## src/rtl/usb_frame_timer_pkg.sv

```systemverilog
package usb_frame_timer_pkg;
    localparam int REG_W   = 32;
    localparam int CNT_W   = 14;
    localparam int SIZE_W  = 15;
    localparam int SIZE_LSB = 16;
    localparam int FN_W    = 16;
    localparam int INT_W   = 8;
    localparam int INT_SOF = 2;
    localparam int INT_FNO = 5;

    typedef enum logic [1:0] {
        FS_RESET   = 2'b00,
        FS_RESUME  = 2'b01,
        FS_OPER    = 2'b10,
        FS_SUSPEND = 2'b11
    } fstate_e;
endpackage

```

## src/rtl/uft_interval_reg.sv

```systemverilog
module uft_interval_reg
    import usb_frame_timer_pkg::*;
#(
    parameter logic [CNT_W-1:0]  DEF_INTERVAL = 14'd11999,
    parameter logic [SIZE_W-1:0] DEF_SIZE     = 15'h2778
) (
    input  logic              clk,
    input  logic              rst_n,
    input  logic              wr_en,
    input  logic [REG_W-1:0]  wr_data,
    output logic [CNT_W-1:0]  interval,
    output logic              ivl_toggle,
    output logic [REG_W-1:0]  reg_val
);
    localparam int GAP_W = SIZE_LSB - CNT_W;

    typedef struct packed {
        logic              tog;
        logic [SIZE_W-1:0] size;
        logic [CNT_W-1:0]  ivl;
    } ivl_reg_t;

    ivl_reg_t r_d, r_q;

    always_comb begin
        r_d = r_q;
        if (wr_en) begin
            r_d.ivl  = wr_data[CNT_W-1:0];
            r_d.size = wr_data[SIZE_LSB +: SIZE_W];
            r_d.tog  = wr_data[REG_W-1];
        end
    end

    always_ff @(posedge clk or negedge rst_n) begin
        if (!rst_n) begin
            r_q.ivl  <= DEF_INTERVAL;
            r_q.size <= DEF_SIZE;
            r_q.tog  <= 1'b0;
        end else begin
            r_q <= r_d;
        end
    end

    assign interval   = r_q.ivl;
    assign ivl_toggle = r_q.tog;
    assign reg_val    = {r_q.tog, r_q.size, {GAP_W{1'b0}}, r_q.ivl};

    p_write_lands_r2: assert property (@(posedge clk) disable iff (!rst_n)
        wr_en |=> (interval == $past(wr_data[CNT_W-1:0])) && (ivl_toggle == $past(wr_data[REG_W-1])));
endmodule

```

## src/rtl/uft_countdown.sv

```systemverilog
module uft_countdown
    import usb_frame_timer_pkg::*;
#(
    parameter logic [CNT_W-1:0] DEF_INTERVAL = 14'd11999
) (
    input  logic             clk,
    input  logic             rst_n,
    input  logic             oper,
    input  logic             bit_tick,
    input  logic [CNT_W-1:0] interval,
    input  logic             ivl_toggle,
    output logic [CNT_W-1:0] count,
    output logic             rem_toggle,
    output logic             wrap
);
    typedef struct packed {
        logic [CNT_W-1:0] cnt;
        logic             tog;
        logic             was_oper;
    } cd_state_t;

    cd_state_t s_d, s_q;
    logic      wrap_d;

    always_comb begin
        s_d          = s_q;
        wrap_d       = 1'b0;
        s_d.was_oper = oper;
        if (oper && !s_q.was_oper) begin
            s_d.cnt = interval;
        end else if (oper && bit_tick) begin
            if (s_q.cnt == '0) begin
                s_d.cnt = interval;
                s_d.tog = ivl_toggle;
                wrap_d  = 1'b1;
            end else begin
                s_d.cnt = s_q.cnt - 1'b1;
            end
        end
    end

    always_ff @(posedge clk or negedge rst_n) begin
        if (!rst_n) begin
            s_q.cnt      <= DEF_INTERVAL;
            s_q.tog      <= 1'b0;
            s_q.was_oper <= 1'b0;
        end else begin
            s_q <= s_d;
        end
    end

    assign count      = s_q.cnt;
    assign rem_toggle = s_q.tog;
    assign wrap       = wrap_d;

    p_decrement_r5: assert property (@(posedge clk) disable iff (!rst_n)
        (oper && s_q.was_oper && bit_tick && count != '0) |=> count == $past(count) - 1'b1);

    p_frozen_r3: assert property (@(posedge clk) disable iff (!rst_n)
        !oper |=> (count == $past(count)) && (rem_toggle == $past(rem_toggle)));

    p_idle_hold_r5: assert property (@(posedge clk) disable iff (!rst_n)
        (oper && s_q.was_oper && !bit_tick) |=> count == $past(count));
endmodule

```

## src/rtl/uft_frame_counter.sv

```systemverilog
module uft_frame_counter
    import usb_frame_timer_pkg::*;
(
    input  logic            clk,
    input  logic            rst_n,
    input  logic            advance,
    output logic [FN_W-1:0] fn,
    output logic            sof,
    output logic            fno
);
    typedef struct packed {
        logic [FN_W-1:0] num;
        logic            sof;
        logic            fno;
    } fc_state_t;

    fc_state_t f_d, f_q;

    always_comb begin
        f_d     = f_q;
        f_d.sof = advance;
        f_d.fno = 1'b0;
        if (advance) begin
            f_d.num = f_q.num + 1'b1;
            f_d.fno = f_d.num[FN_W-1] ^ f_q.num[FN_W-1];
        end
    end

    always_ff @(posedge clk or negedge rst_n) begin
        if (!rst_n) begin
            f_q <= '0;
        end else begin
            f_q <= f_d;
        end
    end

    assign fn  = f_q.num;
    assign sof = f_q.sof;
    assign fno = f_q.fno;

    p_fn_step_r8: assert property (@(posedge clk) disable iff (!rst_n)
        sof |-> fn == $past(fn) + 1'b1);

    p_fn_still_r8: assert property (@(posedge clk) disable iff (!rst_n)
        !sof |-> fn == $past(fn));

    p_fno_flip_r9: assert property (@(posedge clk) disable iff (!rst_n)
        fno |-> sof && (fn[FN_W-1] != $past(fn[FN_W-1])));
endmodule

```

## src/rtl/usb_frame_timer.sv

```systemverilog
module usb_frame_timer
    import usb_frame_timer_pkg::*;
#(
    parameter logic [CNT_W-1:0]  DEF_INTERVAL = 14'd11999,
    parameter logic [SIZE_W-1:0] DEF_SIZE     = 15'h2778
) (
    input  logic              clk,
    input  logic              rst_n,
    input  logic              bit_tick,
    input  logic [1:0]        func_state,
    input  logic              cfg_wr,
    input  logic [REG_W-1:0]  cfg_wdata,
    output logic [REG_W-1:0]  cfg_interval,
    output logic [REG_W-1:0]  frame_remaining,
    output logic [FN_W-1:0]   frame_number,
    output logic              sof_pulse,
    output logic [INT_W-1:0]  int_set
);
    localparam int PAD_W = REG_W - 1 - CNT_W;

    logic             oper;
    logic [CNT_W-1:0] interval;
    logic             ivl_toggle;
    logic [CNT_W-1:0] count;
    logic             rem_toggle;
    logic             wrap;
    logic             fno;

    assign oper = (fstate_e'(func_state) == FS_OPER);

    uft_interval_reg #(
        .DEF_INTERVAL (DEF_INTERVAL),
        .DEF_SIZE     (DEF_SIZE)
    ) u_ivl (
        .clk        (clk),
        .rst_n      (rst_n),
        .wr_en      (cfg_wr),
        .wr_data    (cfg_wdata),
        .interval   (interval),
        .ivl_toggle (ivl_toggle),
        .reg_val    (cfg_interval)
    );

    uft_countdown #(
        .DEF_INTERVAL (DEF_INTERVAL)
    ) u_cd (
        .clk        (clk),
        .rst_n      (rst_n),
        .oper       (oper),
        .bit_tick   (bit_tick),
        .interval   (interval),
        .ivl_toggle (ivl_toggle),
        .count      (count),
        .rem_toggle (rem_toggle),
        .wrap       (wrap)
    );

    uft_frame_counter u_fc (
        .clk     (clk),
        .rst_n   (rst_n),
        .advance (wrap),
        .fn      (frame_number),
        .sof     (sof_pulse),
        .fno     (fno)
    );

    always_comb begin
        int_set          = '0;
        int_set[INT_SOF] = sof_pulse;
        int_set[INT_FNO] = fno;
        if (oper) begin
            frame_remaining = {rem_toggle, {PAD_W{1'b0}}, count};
        end else begin
            frame_remaining = {rem_toggle, {(REG_W-1){1'b0}}};
        end
    end

    p_reload_r6: assert property (@(posedge clk) disable iff (!rst_n)
        sof_pulse |-> (count == $past(interval)) && (rem_toggle == $past(ivl_toggle)));

    p_sof_single_r6: assert property (@(posedge clk) disable iff (!rst_n)
        sof_pulse |=> !sof_pulse || $past(bit_tick, 1));

    p_no_sof_off_r3: assert property (@(posedge clk) disable iff (!rst_n)
        !oper |=> !sof_pulse);

    p_sof_int_r7: assert property (@(posedge clk) disable iff (!rst_n)
        $countones(int_set) <= 2 && int_set[INT_FNO] |-> int_set[INT_SOF]);
endmodule

```

## config.mk

```make
export PLATFORM = sky130hd
export DESIGN_NAME = usb_frame_timer
export DESIGN_NICKNAME = d
export VERILOG_FILES = /design/src/rtl/usb_frame_timer_pkg.sv /design/src/rtl/uft_interval_reg.sv /design/src/rtl/uft_countdown.sv /design/src/rtl/uft_frame_counter.sv /design/src/rtl/usb_frame_timer.sv
export SDC_FILE = /design/constraint.sdc
export NUM_CORES = 1
export LEC_CHECK = 0
export BUFFER_PORTS_ARGS = -buffer_cell sky130_fd_sc_hd__clkbuf_2
export CORE_ASPECT_RATIO = 0.75
export CORE_MARGIN = 2
export CORE_UTILIZATION = 49
export CTS_BUF_LIST = sky130_fd_sc_hd__clkbuf_16
export DETAILED_ROUTE_END_ITERATION = 8
export HOLD_SLACK_MARGIN = 0.06
export PLACE_DENSITY = 0.8
export SKIP_CTS_REPAIR_TIMING = 1
export SYNTH_ARGS = -nofsm -noshare
export SYNTH_HDL_FRONTEND = slang
export SYNTH_SLANG_ARGS = --single-unit
```

## constraint.sdc

```tcl
create_clock -name clk -period 2.66 [get_ports clk]
set_input_delay 0.133 -clock clk [delete_from_list [all_inputs] [get_ports clk]]
set_output_delay 0.133 -clock clk [all_outputs]
set_load 0.05 [all_outputs]
```

==> impl_results.md <==
- Result of the run: complete, no violations
- Crit-path max FO: 8
- Slowest stage cell on the critical path: sky130_fd_sc_hd__or4b_1
- Tmin final: 2500 ps
- Worst-case register-to-register setup slack: 160 ps
- Initial Utilization: 51.6%
- Core area: 6410 um^2
- Most common cell after layout, fill and taps aside: sky130_fd_sc_hd__clkbuf_2
- Warnings, synthesis: 0
- Post-Synthesis Cell Area: 3310 um^2
- Number of global-route vias before repair: 2421
- Iteration-0 DRC count of the detailed router: 129
- Pin count of the biggest net entering global routing: 65
- Wire length of the first global-routing pass: 11.7 mm
- Category of the worst setup path launch point: flip-flop
- ANT nets after route: 0
- Hold Path Cell Cnt: 2
- Number of max-cap violations: 0
- Count of H-tree levels built during CTS: 3
- Routed WL per cell: 15.6 um
- Final-report hold violation count: 0
- Via count: 2690
- Number of cells traversed by the worst register-to-register path: 7
- Min-Delay Startpoint: cfg_wdata[6]
- Number of buffers added by the clock tree synthesis step: 9
- Die Outline Area: 7430 um^2
- Commonest non-fill, non-tap cells in the layout: sky130_fd_sc_hd__clkbuf_2, sky130_fd_sc_hd__dfrtp_1, sky130_fd_sc_hd__mux2_2
- Number of max-slew violations in the final report: 0
- Nature of the critical path endpoint: flip-flop
- Leading cell types by total area after synthesis: sky130_fd_sc_hd__dfrtp_1, sky130_fd_sc_hd__dfstp_2, sky130_fd_sc_hd__mux2_2, sky130_fd_sc_hd__buf_4, sky130_fd_sc_hd__and2_1
- Via count normalized by instance count: 5.27
- Final layout net count: 464
- Sink of the worst hold path: u_ivl.interval[6]
- Clock latency on the worst-skew pair: 320 ps
- Worst setup slack after layout: 159 ps
- Finish-stage setup viols: 0
- Largest stage delay on the critical path: 650 ps
- Clk Tree Root Cell: sky130_fd_sc_hd__clkbuf_16
- I/O pin total: 127
- Combined global-route utilization of all metal layers: 20.0%
- Worst reg2reg path endpoint: u_cd.count[5]
- Cell count after synthesis: 293
- Power density relative to cell area: 725 nW/um^2
- Leakage power figure: 2.12 nW
- Aggregate negative setup slack: 0 ps
- Wirelength, routed: 7.98 mm
- Antenna violations before repair: 0
- Cell type with the highest aggregate area in the netlist: sky130_fd_sc_hd__dfrtp_1
- RD Place Congestion: 0.919
- Post-synthesis sequential area ratio: 49.6%
- Length of the first detailed-routing pass in iterations: 4
- Actual slew at the worst max-slew pin: 786 ps
- Data required time at the worst endpoint: 2850 ps
- Upper clock frequency limit: 400 MHz
- DP Wirelength: 5.34 mm
- Antenna diode count: 0
- Most used flip-flop cell after synthesis: sky130_fd_sc_hd__dfrtp_1
- Maximum root-to-sink buffer count: 2
- Die width: 98.8 um
- Peak supply drop: 0.614 mV
- Area added between synthesis and finish: 33.4%
- CP Data Arrival Time: 2690 ps
- Synth unique cells: 47
- Total of buffers placed on input and output ports: 99
- Setup repair after global routing missed its margin: no
- Clock tree from TritonCTS: built
- Worst reg2reg startpoint: u_cd.count[0]
- Sum of overflow across all layers after global routing: 0
- Post-Synthesis Mean Instance Area: 11.3 um^2
- Site Rows: 25
- Classification of the worst setup path: reg2reg
- Clk sink count: 64
- Share of the core filled with cells: 68.8%
- Clk slew on worst S/H paths: 50 ps
- Min-Delay Path Class: in2reg
- Critical path buffers and inverters: 2
- Die H: 75.1 um
- Share of the cycle needed by the critical path after routing: 94.0%
- Number of synthesized register bits: 64
- Proportion of register bits with asynchronous set or reset after synthesis: 100%
- Fraction of final layout cells with drive strength greater than 1: 44.8%
- Number of fill cells: 480
- CP cell instances: inv_1 > ha_1 > or4b_1 > o41ai_4 > buf_4 > o211a_1 > o21ai_0
- EDFF count, synth: 0
- Worst slack after detailed placement: 220 ps
- Share of the synthesized area in the top cell type: 25.7%
- Number of DRC violations after detailed routing: 0
- Relative slew slack: 47.6%
- Fin Clk Skew: 6.51 ps
- Worst path top cell family by delay: compound AO/OA/AOI/OAI gates
-- final cells by class --
class	instances	area, um^2	share of cell area (%)
Clock inverter	7	95.1	2.16
Sequential cell	64	1640	37.2
Multi-Input combinational cell	203	1450	32.9
Timing Repair Buffer	138	871	19.7
Clock buffer	9	225	5.11
Inverter	8	30.0	0.681
Tap cell	81	101	2.30
-- registers in the layout, indices dropped and copies added, names as in the netlist --
| register | cells |
|---|---|
| u_fc.fno | 1 |
| u_ivl.interval | 14 |
| u_cd.s_q | 1 |
| u_fc.fn | 16 |
| u_cd.rem_toggle | 1 |
| u_ivl.reg_val | 15 |
| u_cd.count | 14 |
| u_fc.sof | 1 |
| u_ivl.ivl_toggle | 1 |
-- worst max path at each step --
stage	from	end	slack [ps]	cells after the start
after floorplan	u_cd.count[0]	u_cd.count[1]	520	8
after global placement	u_cd.count[0]	u_cd.count[1]	270	7
after detailed placement	u_cd.count[0]	u_cd.count[0]	220	7
after CTS	u_cd.count[0]	u_cd.count[5]	200	7
after global routing	u_cd.count[0]	u_cd.count[5]	50	7
final	u_cd.count[0]	u_cd.count[5]	160	7
-- stage by stage --
| step | hold WS (ps) | cells | power [W] | instance area [um^2] |
|---|---|---|---|---|
| 2_1_floorplan | -163 | 317 | 0.00177 | 3400 |
| 3_3_place_gp | 175 | 466 | 0.00191 | 3810 |
| 3_5_place_dp | 173 | 466 | 0.00192 | 3810 |
| 4_1_cts | -170 | 482 | 0.00318 | 4130 |
| 5_1_grt | 61.6 | 510 | 0.00332 | 4410 |
| 6_report | 46.3 | 510 | 0.00320 | 4410 |
-- cell usage after synthesis, drive strengths merged, types with 2 or more instances --
master and instances:
nor4b 2, a211o 3, buf 33, o21ai 11
nand2 9, mux2 32, nand4 8, dfrtp 34
o41ai 2, and3 8, and2 16, inv 8
or4 2, clkbuf 9, xnor2 11, nor2 7
a31oi 5, ha 2, nand2b 2, o211ai 2
and4 3, nand3 13, nor4 6, a221o 4
dfstp 30, a21oi 2, xor2 6, nor3 9
-- layer usage --
layer / track usage, % / part of all wire (%) / up-vias
met5: 0 / 0 / -
met1: 27.4 / 45 / 1294
met2: 29.6 / 45 / 126
met4: 6.39 / 0.46 / 0
li1: - / - / 1265
met3: 7.71 / 9.1 / 5
-- power by group --
part | leakage, nW | switching (W) | internal [W]
clock network | 0.157 | 0.000427 | 0.000821
logic | 1.20 | 0.000506 | 0.000223
registers | 0.758 | 0.000108 | 0.00111
total | 2.12 | 0.00104 | 0.00216
-- logic make-up (layout without fill, tap and decap cells) --
| group | after synthesis | after routing | share of synthesized area [%] |
|---|---|---|---|
| simple gates | 91 | 91 | 16.5 |
| flops | 64 | 64 | 49.6 |
| buf+inv | 50 | 162 | 9.31 |
| compound gates | 36 | 36 | 8.29 |
| mux | 32 | 32 | 10.9 |
| xor+xnor | 17 | 17 | 4.50 |
| fa+ha+maj | 2 | 2 | 0.757 |
| other cells | 1 | 25 | 0.113 |
(Power assumes the default switching activity.)
